$ cat src/rtl/div_pkg.sv
package div_pkg;
  typedef enum logic [2:0] {
    MD_S32  = 3'd0,
    MD_U32  = 3'd1,
    MD_S16  = 3'd2,
    MD_U16  = 3'd3,
    MD_FRAC = 3'd4
  } div_mode_e;
endpackage

$ cat src/rtl/div_prep.sv
module div_prep import div_pkg::*; #(
  parameter int DW = 16
) (
  input  logic [2:0]      mode_i,
  input  logic [DW-1:0]   lo_i,
  input  logic [DW-1:0]   hi_i,
  input  logic [DW-1:0]   dvs_i,
  output logic [2*DW-1:0] num_mag_o,
  output logic [DW-1:0]   dvs_mag_o,
  output logic            neg_q_o,
  output logic            neg_r_o,
  output logic            sgn_o,
  output logic            early_ovf_o,
  output logic            dbz_o
);
  localparam int NW = 2 * DW;

  logic [NW-1:0] full, lo_sx;
  logic [DW-1:0] lo_mag;
  logic          is_frac, n_neg, d_neg;

  assign lo_sx   = {{DW{lo_i[DW-1]}}, lo_i};
  assign is_frac = (mode_i == MD_FRAC);

  always_comb begin
    unique case (mode_i)
      MD_S32:  begin full = {hi_i, lo_i};          sgn_o = 1'b1; end
      MD_S16:  begin full = lo_sx;                 sgn_o = 1'b1; end
      MD_U16:  begin full = {{DW{1'b0}}, lo_i};    sgn_o = 1'b0; end
      MD_FRAC: begin full = lo_sx << (DW - 1);     sgn_o = 1'b1; end
      default: begin full = {hi_i, lo_i};          sgn_o = 1'b0; end
    endcase
  end

  assign n_neg     = sgn_o & full[NW-1];
  assign d_neg     = sgn_o & dvs_i[DW-1];
  assign num_mag_o = n_neg ? (~full + 1'b1) : full;
  assign dvs_mag_o = d_neg ? (~dvs_i + 1'b1) : dvs_i;
  assign lo_mag    = lo_i[DW-1] ? (~lo_i + 1'b1) : lo_i;
  assign neg_q_o   = n_neg ^ d_neg;
  assign neg_r_o   = n_neg;
  assign dbz_o     = (dvs_i == '0);
  // high half not below divisor: quotient needs more than DW bits
  assign early_ovf_o = (num_mag_o[NW-1:DW] >= dvs_mag_o) ||
                       (is_frac && (lo_mag >= dvs_mag_o));
endmodule

$ cat src/rtl/div_step.sv
module div_step #(
  parameter int DW = 16
) (
  input  logic [DW-1:0] rem_i,
  input  logic [DW-1:0] quo_i,
  input  logic [DW-1:0] dvs_i,
  output logic [DW-1:0] rem_o,
  output logic [DW-1:0] quo_o
);
  logic [DW:0] trial, diff;
  logic        ge;

  assign trial = {rem_i, quo_i[DW-1]};
  assign ge    = (trial >= {1'b0, dvs_i});
  assign diff  = trial - {1'b0, dvs_i};
  assign rem_o = ge ? diff[DW-1:0] : trial[DW-1:0];
  assign quo_o = {quo_i[DW-2:0], ge};
endmodule

$ cat src/rtl/div_fix.sv
module div_fix #(
  parameter int DW = 16
) (
  input  logic [DW-1:0] quo_mag_i,
  input  logic [DW-1:0] rem_mag_i,
  input  logic          neg_q_i,
  input  logic          neg_r_i,
  input  logic          sgn_i,
  output logic [DW-1:0] quo_o,
  output logic [DW-1:0] rem_o,
  output logic          late_ovf_o
);
  localparam logic [DW-1:0] HALF = {1'b1, {(DW-1){1'b0}}};

  assign quo_o      = neg_q_i ? (~quo_mag_i + 1'b1) : quo_mag_i;
  assign rem_o      = neg_r_i ? (~rem_mag_i + 1'b1) : rem_mag_i;
  assign late_ovf_o = sgn_i && (neg_q_i ? (quo_mag_i > HALF) : quo_mag_i[DW-1]);
endmodule

$ cat src/rtl/div_iter.sv
module div_iter #(
  parameter int DW = 16
) (
  input  logic          clk_i,
  input  logic          rst_ni,
  input  logic          start_i,
  input  logic          step_i,
  input  logic [2:0]    mode_i,
  input  logic [15:0]   dvd_lo_i,
  input  logic [15:0]   dvd_hi_i,
  input  logic [15:0]   dvs_i,
  output logic [15:0]   quot_o,
  output logic [15:0]   rem_o,
  output logic          done_o,
  output logic          ovf_o,
  output logic          dbz_o
);
  localparam int STEPS = DW + 2;
  localparam int CW    = $clog2(STEPS + 1);
  localparam logic [CW-1:0] C_PREP = '0;
  localparam logic [CW-1:0] C_LAST = CW'(DW + 1);
  localparam logic [CW-1:0] C_IDLE = CW'(STEPS);

  // captured operands
  logic [2:0]    mode_q;
  logic [DW-1:0] lo_q, hi_q, dvs_q;
  // iteration state
  logic [CW-1:0] cnt_q;
  logic [DW-1:0] rem_q, quo_q, dmag_q;
  logic          negq_q, negr_q, sgn_q, ovfp_q, dbzp_q;
  // results
  logic [DW-1:0] quot_q, remr_q;
  logic          done_q, ovf_q, dbz_q;

  logic [2*DW-1:0] p_num;
  logic [DW-1:0]   p_dmag, s_rem, s_quo, f_quo, f_rem;
  logic            p_negq, p_negr, p_sgn, p_eovf, p_dbz, f_lovf;

  div_prep #(.DW(DW)) u_prep (
    .mode_i(mode_q), .lo_i(lo_q), .hi_i(hi_q), .dvs_i(dvs_q),
    .num_mag_o(p_num), .dvs_mag_o(p_dmag), .neg_q_o(p_negq), .neg_r_o(p_negr),
    .sgn_o(p_sgn), .early_ovf_o(p_eovf), .dbz_o(p_dbz)
  );

  div_step #(.DW(DW)) u_step (
    .rem_i(rem_q), .quo_i(quo_q), .dvs_i(dmag_q), .rem_o(s_rem), .quo_o(s_quo)
  );

  div_fix #(.DW(DW)) u_fix (
    .quo_mag_i(quo_q), .rem_mag_i(rem_q), .neg_q_i(negq_q), .neg_r_i(negr_q),
    .sgn_i(sgn_q), .quo_o(f_quo), .rem_o(f_rem), .late_ovf_o(f_lovf)
  );

  always_ff @(posedge clk_i or negedge rst_ni) begin
    if (!rst_ni) begin
      mode_q <= '0; lo_q <= '0; hi_q <= '0; dvs_q <= '0;
      cnt_q  <= C_IDLE;
      rem_q  <= '0; quo_q <= '0; dmag_q <= '0;
      negq_q <= 1'b0; negr_q <= 1'b0; sgn_q <= 1'b0; ovfp_q <= 1'b0; dbzp_q <= 1'b0;
      quot_q <= '0; remr_q <= '0;
      done_q <= 1'b0; ovf_q <= 1'b0; dbz_q <= 1'b0;
    end else if (start_i) begin
      mode_q <= mode_i; lo_q <= dvd_lo_i[DW-1:0]; hi_q <= dvd_hi_i[DW-1:0];
      dvs_q  <= dvs_i[DW-1:0];
      cnt_q  <= C_PREP;
      done_q <= 1'b0; ovf_q <= 1'b0; dbz_q <= 1'b0;
    end else if (step_i && cnt_q != C_IDLE) begin
      cnt_q <= cnt_q + 1'b1;
      if (cnt_q == C_PREP) begin
        rem_q  <= p_num[2*DW-1:DW];
        quo_q  <= p_num[DW-1:0];
        dmag_q <= p_dmag;
        negq_q <= p_negq; negr_q <= p_negr; sgn_q <= p_sgn;
        ovfp_q <= p_eovf & ~p_dbz;
        dbzp_q <= p_dbz;
      end else if (cnt_q == C_LAST) begin
        done_q <= 1'b1;
        dbz_q  <= dbzp_q;
        ovf_q  <= ~dbzp_q & (ovfp_q | f_lovf);
        if (!dbzp_q && !ovfp_q && !f_lovf) begin
          quot_q <= f_quo;
          remr_q <= f_rem;
        end
      end else begin
        rem_q <= s_rem;
        quo_q <= s_quo;
      end
    end
  end

  assign quot_o = 16'(quot_q);
  assign rem_o  = 16'(remr_q);
  assign done_o = done_q;
  assign ovf_o  = ovf_q;
  assign dbz_o  = dbz_q;

  // completion only on a step edge
  a_r3_done_on_step: assert property (@(posedge clk_i) disable iff (!rst_ni)
    $rose(done_o) |-> $past(step_i));
  // issue clears status
  a_r2_start_clears: assert property (@(posedge clk_i) disable iff (!rst_ni)
    start_i |=> (!done_o && !ovf_o && !dbz_o));
  // nothing moves without a control pulse
  a_r10_hold: assert property (@(posedge clk_i) disable iff (!rst_ni)
    (!start_i && !step_i) |=> ($stable(quot_o) && $stable(rem_o) && $stable(done_o)));
  // zero divisor leaves results untouched
  a_r9_dbz_keeps: assert property (@(posedge clk_i) disable iff (!rst_ni)
    $rose(dbz_o) |-> ($stable(quot_o) && $stable(rem_o) && !ovf_o));
  // overflow leaves results untouched
  a_r8_ovf_keeps: assert property (@(posedge clk_i) disable iff (!rst_ni)
    $rose(ovf_o) |-> ($stable(quot_o) && $stable(rem_o)));
  // flags appear only with completion
  a_r8_flags_with_done: assert property (@(posedge clk_i) disable iff (!rst_ni)
    (ovf_o || dbz_o) |-> done_o);
  // partial remainder stays below divisor magnitude
  a_r4_rem_bound: assert property (@(posedge clk_i) disable iff (!rst_ni)
    (cnt_q >= CW'(1) && cnt_q <= C_LAST && !ovfp_q && !dbzp_q) |-> (rem_q < dmag_q));
endmodule

$ cat config.mk
export PLATFORM = sky130hd
export DESIGN_NAME = div_iter
export DESIGN_NICKNAME = d
export VERILOG_FILES = /design/src/rtl/div_pkg.sv /design/src/rtl/div_prep.sv /design/src/rtl/div_step.sv /design/src/rtl/div_fix.sv /design/src/rtl/div_iter.sv
export SDC_FILE = /design/constraint.sdc
export NUM_CORES = 1
export LEC_CHECK = 0
export BUFFER_PORTS_ARGS = -buffer_cell sky130_fd_sc_hd__buf_2
export CAP_MARGIN = 30
export CORE_UTILIZATION = 55
export DETAILED_ROUTE_END_ITERATION = 16
export PLACE_DENSITY = 0.8
export RECOVER_POWER = 25
export SLEW_MARGIN = 20
export SYNTH_ARGS = -nofsm -noshare
export SYNTH_HDL_FRONTEND = slang
export SYNTH_SLANG_ARGS = --single-unit
export TNS_END_PERCENT = 1
$ cat constraint.sdc
create_clock -name clk_i -period 3.95 [get_ports clk_i]
set_input_delay 1.185 -clock clk_i [delete_from_list [all_inputs] [get_ports clk_i]]
set_output_delay 1.185 -clock clk_i [all_outputs]
set_load 0.01 [all_outputs]
---- Word level (Yosys, flattened, before mapping) ----
Cells that the tools add are included.
storage, ports and cells
  register bits after elaboration ......... 144
  input port bits ......................... 55
  output and inout bits ................... 35
  logic and storage cells ................. 97
cells by class
  $add $sub $neg .......................... 7
  $lt $le $gt $ge ......................... 4
  equal/unequal tests ..................... 7
  multiplexer cells ....................... 27
  bitwise operators ....................... 15
  reduce and logical (&&, ||, !) cells .... 19
operators by type and width
  kind                                                  number
  2-to-1 mux 16 bit                                     9
  case mux 32 bit (3 select lines)                      1
  adder 16 x 1 -> 16 bit (second input constant)        4
  NOT 16 bit                                            4
  adder 32 x 1 -> 32 bit (second input constant)        1
  greater-or-equal comparator 16 bit                    2
  2-to-1 mux 32 bit                                     1
  NOT 32 bit                                            1
  greater-or-equal comparator 17 x 16 -> 1 bit          1
  > comparator 16 bit (second input constant)           1
  zero test 16 bit                                      1
  subtractor 16 bit                                     1
  2-to-1 mux 1 bit                                      14
  2-to-1 mux 5 bit                                      2
  AND reduction 3 bit                                   3
  equality test 3 x 2 -> 1 bit (second input constant)  2
  adder 5 x 1 -> 5 bit (second input constant)          1
  equality test 5 bit (second input constant)           1
  logical AND 1 bit                                     5
  zero test 5 bit                                       1
  != test 5 bit (second input constant)                 1
  AND reduction 5 bit                                   1
  bitwise AND 1 bit                                     4
  != test 2 bit (second input constant)                 2
  9 further kinds                                       15

---- Longest topological paths before layout ----
  word-level depth ........................ 9
  depth in mapped cells ................... 20
  mapped depth without buffers ............ 17

---- By module ----
Synthesis repeated with hierarchy kept, for this count alone.
second synthesis, totals
  cell total of the unflattened synthesis .. 1,093
  area total of the unflattened synthesis .. 10,964.3 um2
by module, submodules not included
  module    times used  cells an instance  area an instance (um2)  sequential area each (um2)
  div_iter  1           376                6,034.5                 3,606.0
  div_prep  1           452                2,972.9                 0.0
  div_step  1           172                1,285.0                 0.0
  div_fix   1           93                 671.9                   0.0

---- Worst setup path after synthesis ----
OpenSTA, ideal clock, no wires.
  path kind ............................... register -> register
  start ................................... register mode_q[1]
  end ..................................... register ovfp_q
  setup time .............................. 0.065 ns
  data arrival time ....................... 3.684 ns
  required time ........................... 3.885 ns
  setup slack ............................. 0.201 ns
  stages on the path, launching flop included .. 20
  path buffers ............................ 3
  clock period less this slack ............ 3.749 ns
  cell sequence ........................... dfrtp_1 clkbuf_1 clkbuf_1 or3b_2 clkbuf_1 nand2_1 ha_1 nor3b_1 a22o_1 o21ai_0 nor2_1 a21oi_1 xor2_1 ha_1 nor2b_1 o21ai_0 a21oi_1 o21ai_0 a2111oi_0 o21a_1
on the way
  longest elaborated chain between the ends .. 9
  elaborated cells between the ends (all ways) .. 18
  classes of those cells .................. add/sub: 1; order compare: 2; eq/ne: 3; mux: 4; bitwise: 4; reduce/logical: 4
RTL lines
  element                                                                         RTL line        text
  start, declared                                                                 div_iter.sv:25  logic [2:0] mode_q;
  start signal, assigned                                                          div_iter.sv:63  mode_q <= mode_i; lo_q <= dvd_lo_i[DW-1:0]; hi_q <= dvd_hi_i[DW-1:0];
  parallel branches: the longest is 7 deep, another holds adder 32 x 1 -> 32 bit  n/a
  logical OR 1 bit (*)                                                            div_prep.sv:44  assign early_ovf_o = (num_mag_o[NW-1:DW] >= dvs_mag_o) ||
  bitwise AND 1 bit (*)                                                           div_iter.sv:74  ovfp_q <= p_eovf & ~p_dbz;
  end signal, assigned                                                            div_iter.sv:74
  end, declared                                                                   div_iter.sv:30  logic negq_q, negr_q, sgn_q, ovfp_q, dbzp_q;
Mark *: on every way between the ends.
A chain may end at the register's enable or synchronous reset.

---- Worst setup path after layout ----
Ends and elaborated chain as after synthesis.

==> run_results.csv <==
group,metric,value,unit
hold_path,hold_path_depth,2,
outcome,violations,"capacitance limit, slew limit",
synthesis,synthAdderAreaFrac,7.563,%
synthesis,synthTopCellsByCount,"dfrtp_1 (142), nor2_1 (108), nand2_1 (95)",
synthesis,synth_top_family_by_area,"compound AO/OA/AOI/OAI gates",
clock_network,cts.sinks,144,
clock_network,cts_hold_buf,0,
floorplanning,core-area,0.01724,mm²
critical_path,critPathMaxFanout,9,
global_routing,grt_max_degree,82,
floorplanning,placementRows,48,
hold_path,min_from,"dmag_q[7]$_DFFE_PN0P_",
route,post_drt_wl_per_cell,18.11,µm
sta,fin_setup_tns,0,ps
sta,layout_min_cycle_time,3694,ps
floorplanning,initial_core_util,56.24,%
critical_path,r2r_end,"ovfp_q$_DFFE_PN0P_",
layout,drive_above_1_share,17.96,%
synthesis,yosys_register_bits,144,
synthesis,synth_top_area_share,36.65,%
clock_network,cts-root-buf,"clkbuf_16",
route,drc,0,
sta,drv_slew,32,
clock_network,worstSkewPairLatency,430,ps
synthesis,synth_flop_cell,"dfrtp_1",
critical_path,critPathTopFamily,"compound AO/OA/AOI/OAI gates",
synthesis,synth_top_cell_by_area,"dfrtp_1",
floorplanning,die_w,134.8,µm
critical_path,crit_arrival,4060,ps
layout,antennaDiodeCount,0,
synthesis,postSynthAreaPerCell,8.773,µm²
global_routing,track_usage,29.93,%
pwr,p_int,3.890,mW
critical_path,worstPathRequired,4320,ps
synthesis,postSynthCellCount,1105,
pwr,p_seq_share,31.8,%
clock_network,cts_max_path_buffers,2,
synthesis,ys_seq_area_share,37.20,%
floorplanning,pin_count,90,
pwr,netSwitchingFraction,40.12,%
global_routing,grt_pass1_vias,8128,
route,via_per_inst,5.950,
critical_path,max_stage_delay,590,ps
route,vias,8497,
synthesis,async_flop_share,100.0,%
route,dr.pass1.iters,5,
pwr,p_sw,2.606,mW
critical_path,crit_path_start_kind,"register",
pwr,p_comb_share,42.7,%
synthesis,synth-edff-count,0,
flow_run,maxCapViolations,1,
global_routing,grt_pass1_wl,42.16,mm
placed_design,routabilityCongestion,0.9554,
hold_path,hp-class,"reg2reg",
hold_path,min_to,"dmag_q[7]$_DFFE_PN0P_",
synthesis,synthTopCellsByArea,"dfrtp_1 (37%), ha_1 (7.4%), o21ai_0 (4.8%)",
sta,hold_viol,0,
clock_network,htree_levels,4,
synthesis,netlist_area,0.009694,mm²
route,drt_wl_total,25.86,mm
sta,period_share,93.52,%
critical_path,path_cells,"or3b_2, nand2_1, ha_1, nor3b_1, a22o_1, o21ai_0, nor2_1, buf_4, a21oi_1, xnor2_1, ha_1, o21ai_0, a21oi_1, o21ai_0, a2111oi_1, o21a_1",
global_routing,antenna_found_initial,0,
critical_path,crit_type,"reg2reg",
pwr,peakVddDrop,0.0004061,V
outcome,status,"finished, violations left",
critical_path,worst-path-buf-inv,1,
pwr,p_leak,5.023,nW
global_routing,grt-ovfl-total,0,
sta,setup_violations,0,
critical_path,worstSetupEndpointType,"register",
synthesis,synth_compound_area_share,18.86,%
synthesis,synthMuxAreaShare,6.505,%
sta,hold_ws,479.3,ps
sta,worst_pin_slew,1668,ps
critical_path,path_common_cell,"o21ai_0",
clock_network,cts_tree,"yes",
synthesis,yosysMostFrequentCell,"dfrtp_1",
pwr,p_clk_share,25.5,%
floorplanning,dieArea,0.01816,mm²
placed_design,place_hpwl,19.35,mm
sta,finClkSkew,9.629,ps
synthesis,synth_xor_area_share,8.131,%
floorplanning,fp.dieH,134.8,µm
synthesis,synth_cell_type_count,62,
placed_design,io_buffers,89,
synthesis,synth_warnings,0,
synthesis,syn-num-nets,1218,
clock_network,path_clk_slew,60,ps
route,drt_iter0_markers,915,
layout,nNetsFinal,1303,
sta,slew_headroom,-11.21,%
layout,area_delta_synth_final,14.64,%
pwr,p_per_area,584.6,mW/mm²
critical_path,crit_slowest_cell,"or3b_2",
critical_path,r2r_slack,260,ps
clock_network,numCtsBuffers,17,
synthesis,yosys.area_share.simple,17.60,%
route,ant_nets,0,
critical_path,reg2reg_from,"mode_q[1]$_DFFE_PN0P_",
sta,fmax,0.2707,GHz
critical_path,r2r_cells,16,
## power groups by stage
stage	logic (mW)	registers [mW]	clock network [mW]
after global placement	2.63	2.06	0
after floorplan	2.07	1.93	0
final	2.77	2.06	1.66
after global routing	3.07	2.10	1.74
after detailed placement	2.69	2.08	0
after CTS	2.74	2.06	1.68
## how the worst max path moves through the flow
stage	startpoint	cells after the start	slack [ps]	end
2_1_floorplan	mode_q[1]$_DFFE_PN0P_	19	200	ovfp_q$_DFFE_PN0P_
3_3_place_gp	mode_q[0]$_DFFE_PN0P_	14	310	ovfp_q$_DFFE_PN0P_
3_5_place_dp	mode_q[0]$_DFFE_PN0P_	14	240	ovfp_q$_DFFE_PN0P_
4_1_cts	mode_q[0]$_DFFE_PN0P_	14	230	ovfp_q$_DFFE_PN0P_
5_1_grt	mode_q[1]$_DFFE_PN0P_	16	-130	ovfp_q$_DFFE_PN0P_
6_report	mode_q[1]$_DFFE_PN0P_	16	260	ovfp_q$_DFFE_PN0P_
## placed cells by master, fill, tap and decap left out, types with 10 or more instances in the layout
cell,count
clkbuf_16,17
ha_1,57
nor3_1,34
inv_1,43
or3_1,13
dfrtp_1,142
buf_4,34
nor2b_1,26
nand3_1,15
nand2_1,95
xor2_1,52
mux2i_1,18
buf_2,88
o21a_1,10
o21ai_0,92
xnor2_1,38
mux2_2,40
a31oi_1,11
nor2_1,108
o31ai_1,14
a21oi_1,90
a211oi_1,12
## per-layer routing
metal | vias up | track usage (%) | wire length [µm]
li1 | 4127 | - | -
met1 | 4002 | 40.31 | 11390
met2 | 319 | 47.91 | 12250
met3 | 49 | 4.392 | 1378
met4 | 0 | 13.23 | 847
met5 | - | 0 | 0
## stage by stage
step | instances | utilization, % | worst slack (ps) | instance area (µm²) | total power [mW]
final | 1428 | 64.47 | 255.8 | 11110 | 6.496
after global routing | 1428 | 64.47 | -125.9 | 11110 | 6.912
after CTS | 1427 | 64.51 | 231.7 | 11120 | 6.471
after detailed placement | 1395 | 60.98 | 243.2 | 10510 | 4.769
after global placement | 1395 | 60.98 | 314.9 | 10510 | 4.696
after floorplan | 1105 | - | 201.3 | 9694 | 4.001
## timing repair
item | CTS | global route
setup endpoints to repair | 0 | 1
setup buffers | 0 | 1
gates resized for setup | 0 | 3
endpoints found under the hold margin | 0 | 0
## area by class of cell
class                      instances  area, µm²
fill                            1438       6123
multi-input combinational        858       5709
sequential                       144       3606
timing repair buffer             126      747.0
clock buffer                      22      484.2
tap                              225      281.5
inverter                          43      161.4
clock inverter                    10      123.9
## state kept, by name, summed over array words and instances, names as in the netlist, 3 cells and up
register	cells
lo_q	16
hi_q	16
quot_o	16
dvs_q	16
rem_q	16
mode_q	3
quo_q	16
rem_o	16
dmag_q	16
cnt_q	5
## cell families after synthesis
group,after synthesis
buf+inv,103
mux,58
xor+xnor,90
simple gates,355
fa+ha+maj,58
compound gates,297
flops,144
## worst register-to-register path: cells and delay by family (launching register included)
family	cells	cell delay (ps)
compound gates	8	1210
xor+xnor	1	230
fa+ha+maj	2	450
buf+inv	1	180
flops	1	400
simple gates	4	1160
Note: power is estimated with default switching activity, not from simulation.
